[config.mk]
export PLATFORM = sky130hd
export DESIGN_NAME = tfc_intflag
export DESIGN_NICKNAME = d
export VERILOG_FILES = /design/src/rtl/tfc_pkg.sv /design/src/rtl/tfc_flag_cell.sv /design/src/rtl/tfc_busy_fall.sv /design/src/rtl/tfc_irq_gen.sv /design/src/rtl/tfc_intflag.sv
export SDC_FILE = /design/constraint.sdc
export NUM_CORES = 1
export LEC_CHECK = 0
export ABC_AREA = 1
export CAP_MARGIN = 20
export CORE_ASPECT_RATIO = 1.2
export CORE_MARGIN = 4
export CORE_UTILIZATION = 25
export DETAILED_ROUTE_END_ITERATION = 8
export PLACE_DENSITY = 0.8
export SLEW_MARGIN = 20
export SYNTH_ARGS = -nofsm -noshare
export SYNTH_HDL_FRONTEND = slang
export SYNTH_SLANG_ARGS = --single-unit
[constraint.sdc]
create_clock -name clk -period 0.8 [get_ports clk]
set_input_delay 0.08 -clock clk [delete_from_list [all_inputs] [get_ports clk]]
set_output_delay 0.08 -clock clk [all_outputs]
set_load 0.01 [all_outputs]
[src/rtl/tfc_pkg.sv]
package tfc_pkg;
   localparam int unsigned TFC_STATUS_W = 8;
   localparam int unsigned TFC_NUM_CH   = 2;
   // positions decoded by software; fixed by the status layout
   localparam int unsigned OVF_POS  = 0;
   localparam int unsigned ERR_POS  = 1;
   localparam int unsigned SRDY_POS = 3;
   localparam int unsigned CH_POS   = 4;
endpackage

[src/rtl/tfc_flag_cell.sv]
module tfc_flag_cell (
   input  logic clk,
   input  logic rst_n,
   input  logic set_i,
   input  logic clr_i,
   output logic q_o
);
   // set dominates a same-cycle clear
   always_ff @(posedge clk or negedge rst_n) begin
      if (!rst_n) q_o <= 1'b0;
      else        q_o <= set_i | (q_o & ~clr_i);
   end
endmodule

[src/rtl/tfc_busy_fall.sv]
module tfc_busy_fall (
   input  logic clk,
   input  logic rst_n,
   input  logic busy_i,
   input  logic block_i,
   output logic fall_o
);
   logic busy_q;

   always_ff @(posedge clk or negedge rst_n) begin
      if (!rst_n) busy_q <= 1'b0;
      else        busy_q <= busy_i;
   end

   assign fall_o = busy_q & ~busy_i & ~block_i;
endmodule

[src/rtl/tfc_irq_gen.sv]
module tfc_irq_gen #(
   parameter int unsigned W          = 8,
   parameter bit          REGISTERED = 1'b1
) (
   input  logic         clk,
   input  logic         rst_n,
   input  logic [W-1:0] flags_i,
   input  logic [W-1:0] mask_i,
   output logic         irq_o
);
   logic any_req;
   assign any_req = |(flags_i & mask_i);

   generate
      if (REGISTERED) begin : g_reg
         logic irq_q;
         always_ff @(posedge clk or negedge rst_n) begin
            if (!rst_n) irq_q <= 1'b0;
            else        irq_q <= any_req;
         end
         assign irq_o = irq_q;
      end else begin : g_comb
         assign irq_o = any_req;
      end
   endgenerate
endmodule

[src/rtl/tfc_intflag.sv]
module tfc_intflag
   import tfc_pkg::*;
#(
   parameter int unsigned NUM_CH         = TFC_NUM_CH,
   parameter int unsigned STATUS_W       = TFC_STATUS_W,
   parameter bit          IRQ_REGISTERED = 1'b1
) (
   input  logic                clk,
   input  logic                rst_n,
   input  logic                ovf_evt,
   input  logic [NUM_CH-1:0]   cmp_hit,
   input  logic [NUM_CH-1:0]   cap_done,
   input  logic [NUM_CH-1:0]   cap_mode,
   input  logic [NUM_CH-1:0]   cap_rd,
   input  logic                busy_i,
   input  logic                busy_qual,
   input  logic                wr_en,
   input  logic [STATUS_W-1:0] wr_data,
   input  logic [STATUS_W-1:0] irq_mask,
   output logic [STATUS_W-1:0] status_o,
   output logic                irq_o
);
   localparam int unsigned TOP_CH = CH_POS + NUM_CH;

   generate
      if (TOP_CH > STATUS_W) begin : g_bad_width
         $error("tfc_intflag: channel flags do not fit the status byte");
      end
      if (NUM_CH == 0) begin : g_bad_ch
         $error("tfc_intflag: at least one channel required");
      end
   endgenerate

   logic [STATUS_W-1:0] wclr;
   assign wclr = wr_en ? wr_data : '0;

   logic [NUM_CH-1:0] ch_q;
   logic [NUM_CH-1:0] lost;

   genvar gi;
   generate
      for (gi = 0; gi < NUM_CH; gi++) begin : g_ch
         logic set_c, clr_c;
         assign set_c = cap_mode[gi] ? cap_done[gi] : cmp_hit[gi];
         assign clr_c = wclr[CH_POS+gi] | (cap_mode[gi] & cap_rd[gi]);
         // capture with a pending flag and no freeing read is lost
         assign lost[gi] = cap_mode[gi] & cap_done[gi] & ch_q[gi] & ~cap_rd[gi];
         tfc_flag_cell u_cell (
            .clk   (clk),
            .rst_n (rst_n),
            .set_i (set_c),
            .clr_i (clr_c),
            .q_o   (ch_q[gi])
         );
      end
   endgenerate

   logic ovf_q, err_q, srdy_q, busy_fall;

   tfc_flag_cell u_ovf (
      .clk(clk), .rst_n(rst_n), .set_i(ovf_evt), .clr_i(wclr[OVF_POS]), .q_o(ovf_q)
   );

   tfc_flag_cell u_err (
      .clk(clk), .rst_n(rst_n), .set_i(|lost), .clr_i(wclr[ERR_POS]), .q_o(err_q)
   );

   tfc_busy_fall u_fall (
      .clk(clk), .rst_n(rst_n), .busy_i(busy_i), .block_i(busy_qual), .fall_o(busy_fall)
   );

   tfc_flag_cell u_srdy (
      .clk(clk), .rst_n(rst_n), .set_i(busy_fall), .clr_i(wclr[SRDY_POS]), .q_o(srdy_q)
   );

   always_comb begin
      status_o                          = '0;
      status_o[OVF_POS]                 = ovf_q;
      status_o[ERR_POS]                 = err_q;
      status_o[SRDY_POS]                = srdy_q;
      status_o[CH_POS +: NUM_CH]        = ch_q;
   end

   tfc_irq_gen #(
      .W          (STATUS_W),
      .REGISTERED (IRQ_REGISTERED)
   ) u_irq (
      .clk     (clk),
      .rst_n   (rst_n),
      .flags_i (status_o),
      .mask_i  (irq_mask),
      .irq_o   (irq_o)
   );
endmodule

==> summary.txt <==
Critical path
  – CP Max Fanout: 2
  – CP Class: reg -> out
  – Critical Path RT: roughly 0.72 ns
  – RR Startpoint: g_ch[1].u_cell.q_o
  – Crit path cell chain: buf_2
  – Max incr delay on CP: around 0.40 ns
  – CP arrival: just over 0.8 ns
  – CP top delay family: flip-flops
  – Reg2reg end: u_irq.irq_o
  – Reg2Reg Depth: 5
  – CP Launch Type: flop
  – CP Depth: 1
  – FF-to-FF setup slack: -0.09 ns
  – CP Capture Type: output port
  – CP Capture Point: status_o[5]
  – Number of buffers and inverters on the critical path: 1
  – Crit. Startpoint: g_ch[1].u_cell.q_o
  – Slowest library cell on the worst path: dfrtp_1

Place
  – Port buffer count: 29
  – Gpl congestion: 0.6956
  – DP Cell Count: 100
  – DP Wirelength: 902.3 µm

Outcome
  – Outcome: finished, violations left
  – Failing checks: setup timing

GRT
  – Largest net degree at the start of global routing: 8
  – GR Overflow Total: 0
  – First-pass GRT wire length: 1545 µm
  – Total GRT Usage: 0.09780
  – Vias in the first global route: approximately 390
  – Initial antenna violation count: 0

Cells and area
  – Net total in the final layout: ~120
  – Antenna diode count: 0
  – Share of layout cells above drive strength 1: 0.2414
  – FILL cells: 158
  – Most common cell after layout, fill and taps aside: clkdlybuf4s50_1
  – Area delta synth->final: 82.44%
  – Util after Layout: 0.4974
  – Most frequent cells in the layout: clkdlybuf4s50_1 (22), nand2_1 (21), dfrtp_1 (7)
  – Final cell count without fillers: around 100

Drt
  – DRC: 0
  – Vias: 426
  – Drt first-iter violations: 8
  – ANT nets after route: 0
  – Drt total wl: 1114 µm
  – Drt pass-1 iters: 3
  – Via density per instance: 4.096
  – WL per Instance: 10.71 µm

Timing
  – # setup viols final: 8
  – RSZ-0062 raised after global routing: true
  – Worst setup margin: -0.08507 ns
  – Max-slew violations: 0
  – Final Hold Violating Endpoints: 0
  – Max Fclk: 1130 MHz
  – WHS: 0.09034 ns
  – Final period utilization: 1.106
  – Min cycle time layout: 0.8851 ns
  – Max Clock Skew: 0.007180 ns

Logic synthesis
  – Post-Synth XOR/XNOR Area: 0
  – Compound-cell area share of the yosys netlist: 0.03135
  – Simple-gate area share of the yosys netlist: 0.3135
  – Unique cell type count in the Yosys netlist: 10
  – Ys Warns: 0
  – Mux share of post-synthesis cell area: 0
  – Synth Area in Adders: 0
  – Synth Register Bits: 7
  – Mapped Cells: 55
  – Largest family of logic cells by synthesized area: simple AND/OR/NAND/NOR gates
  – Post-synthesis sequential area ratio: 0.4389
  – Syn Std Cell Area: 399.1 µm²
  – Mean post-synth cell area: 7.257 µm²

Floorplan
  – Std-Cell Rows: 15
  – Core ar.: 1464 µm²
  – Die height: 51.77 µm
  – Chip Width: between 40 and 50 µm
  – Starting Density: 0.2726
  – Die area: 2302 µm²
  – IO Pins: 39

Clocking
  – Setup repair bufs after CTS: 0
  – CTS Sinks: 7
  – H-tree depth: 1
  – Clk slew on worst S/H paths: 0.06 ns
  – Latest clock arrival within the worst-skew pair: 0.25 ns
  – CTS Buffer Depth: 2
  – Root Driver: clkbuf_4
  – # hold bufs at CTS: 0
  – CTS tree: done
  – TritonCTS Buffers: 3

Power and ir drop
  – P_leak: 0.3714 nW
  – Pwr Total: 0.001084 W
  – Power density cells: around 1500 nW/µm²
  – Peak VDD IR: between 600 and 700 µV

Run
  – Max_cap viols: 0

Min path
  – Hold WC Path Type: in -> async
[worst min-delay path by stage]
stage | cells past startpoint | slack [ns] | startpoint | to
final | 1 | 0.09 | rst_n | g_ch[0].u_cell.q_o
after global routing | 1 | 0.10 | rst_n | g_ch[0].u_cell.q_o
after CTS | 1 | 0.1 | rst_n | g_ch[0].u_cell.q_o
after detailed placement | 1 | 0.37 | rst_n | g_ch[0].u_cell.q_o
after global placement | 1 | 0.36 | rst_n | g_ch[0].u_cell.q_o
after floorplan | 0 | -0.22 | rst_n | g_ch[0].u_cell.q_o
[per-layer routing]
metal | vias to the layer above | track usage | part of all wire
met5 | - | 0 | 0
met4 | 0 | 0.07538 | 0.014
met3 | 2 | 0.04498 | 0.14
met2 | 21 | 0.1579 | 0.52
met1 | 182 | 0.09362 | 0.33
li1 | 221 | - | -
[cell usage after synthesis (all sizes together)]
library cell / n / share of area
nand4: 1 / 0.016
buf: 8 / 0.15
nand2: 23 / 0.22
o21ai: 1 / 0.013
a21o: 1 / 0.019
dfrtp: 7 / 0.44
conb: 1 / 0.0094
nor2: 2 / 0.019
nand3: 5 / 0.063
inv: 6 / 0.056
[power breakdown]
group	switching (W)	internal [W]
combinational	0.000138	0.000210
clock	0.000131	0.000190
sequential	0.0000216	0.000393
total	0.000291	0.000793
[through the flow]
stage | setup slack [ns] | TNS, ns | instance area [µm²]
floorplan | 0.08347 | 0 | 406.6
global placement | -0.1734 | -1.683 | 695.7
detailed placement | -0.2220 | -1.884 | 695.7
CTS | -0.09116 | -0.4218 | 701.9
global route | -0.1119 | -0.6459 | 728.2
finish | -0.08507 | -0.3764 | 728.2
[cells by family (layout without fill, tap and decap cells)]
group           after synthesis  in the layout
compound gates                2              2
flops                         7              7
other cells                   1              3
simple gates                 31             31
buf+inv                      14             44
[registers in the layout (all words and copies together) (netlist names)]
register         cells
u_err.q_o            1
u_fall.busy_q        1
u_irq.irq_o          1
u_ovf.q_o            1
g_ch.u_cell.q_o      2
u_srdy.q_o           1
[layout make-up]
type	count	area (µm²)	share of cell area
inverters	6	22.52	0.03093
multi-input cells	36	171.4	0.2354
flip-flops and latches	7	175.2	0.2405
clock buffers	4	26.28	0.03608
well taps	17	21.27	0.02921
repair buffers	34	311.5	0.4278
[repair_timing]
action | CTS | global route
gates resized for setup | 28 | 7
pin swaps | 5 | 5
setup endpoints to repair | 8 | 10
cloned | 0 | 0
Note: power is estimated with default switching activity, not from simulation.
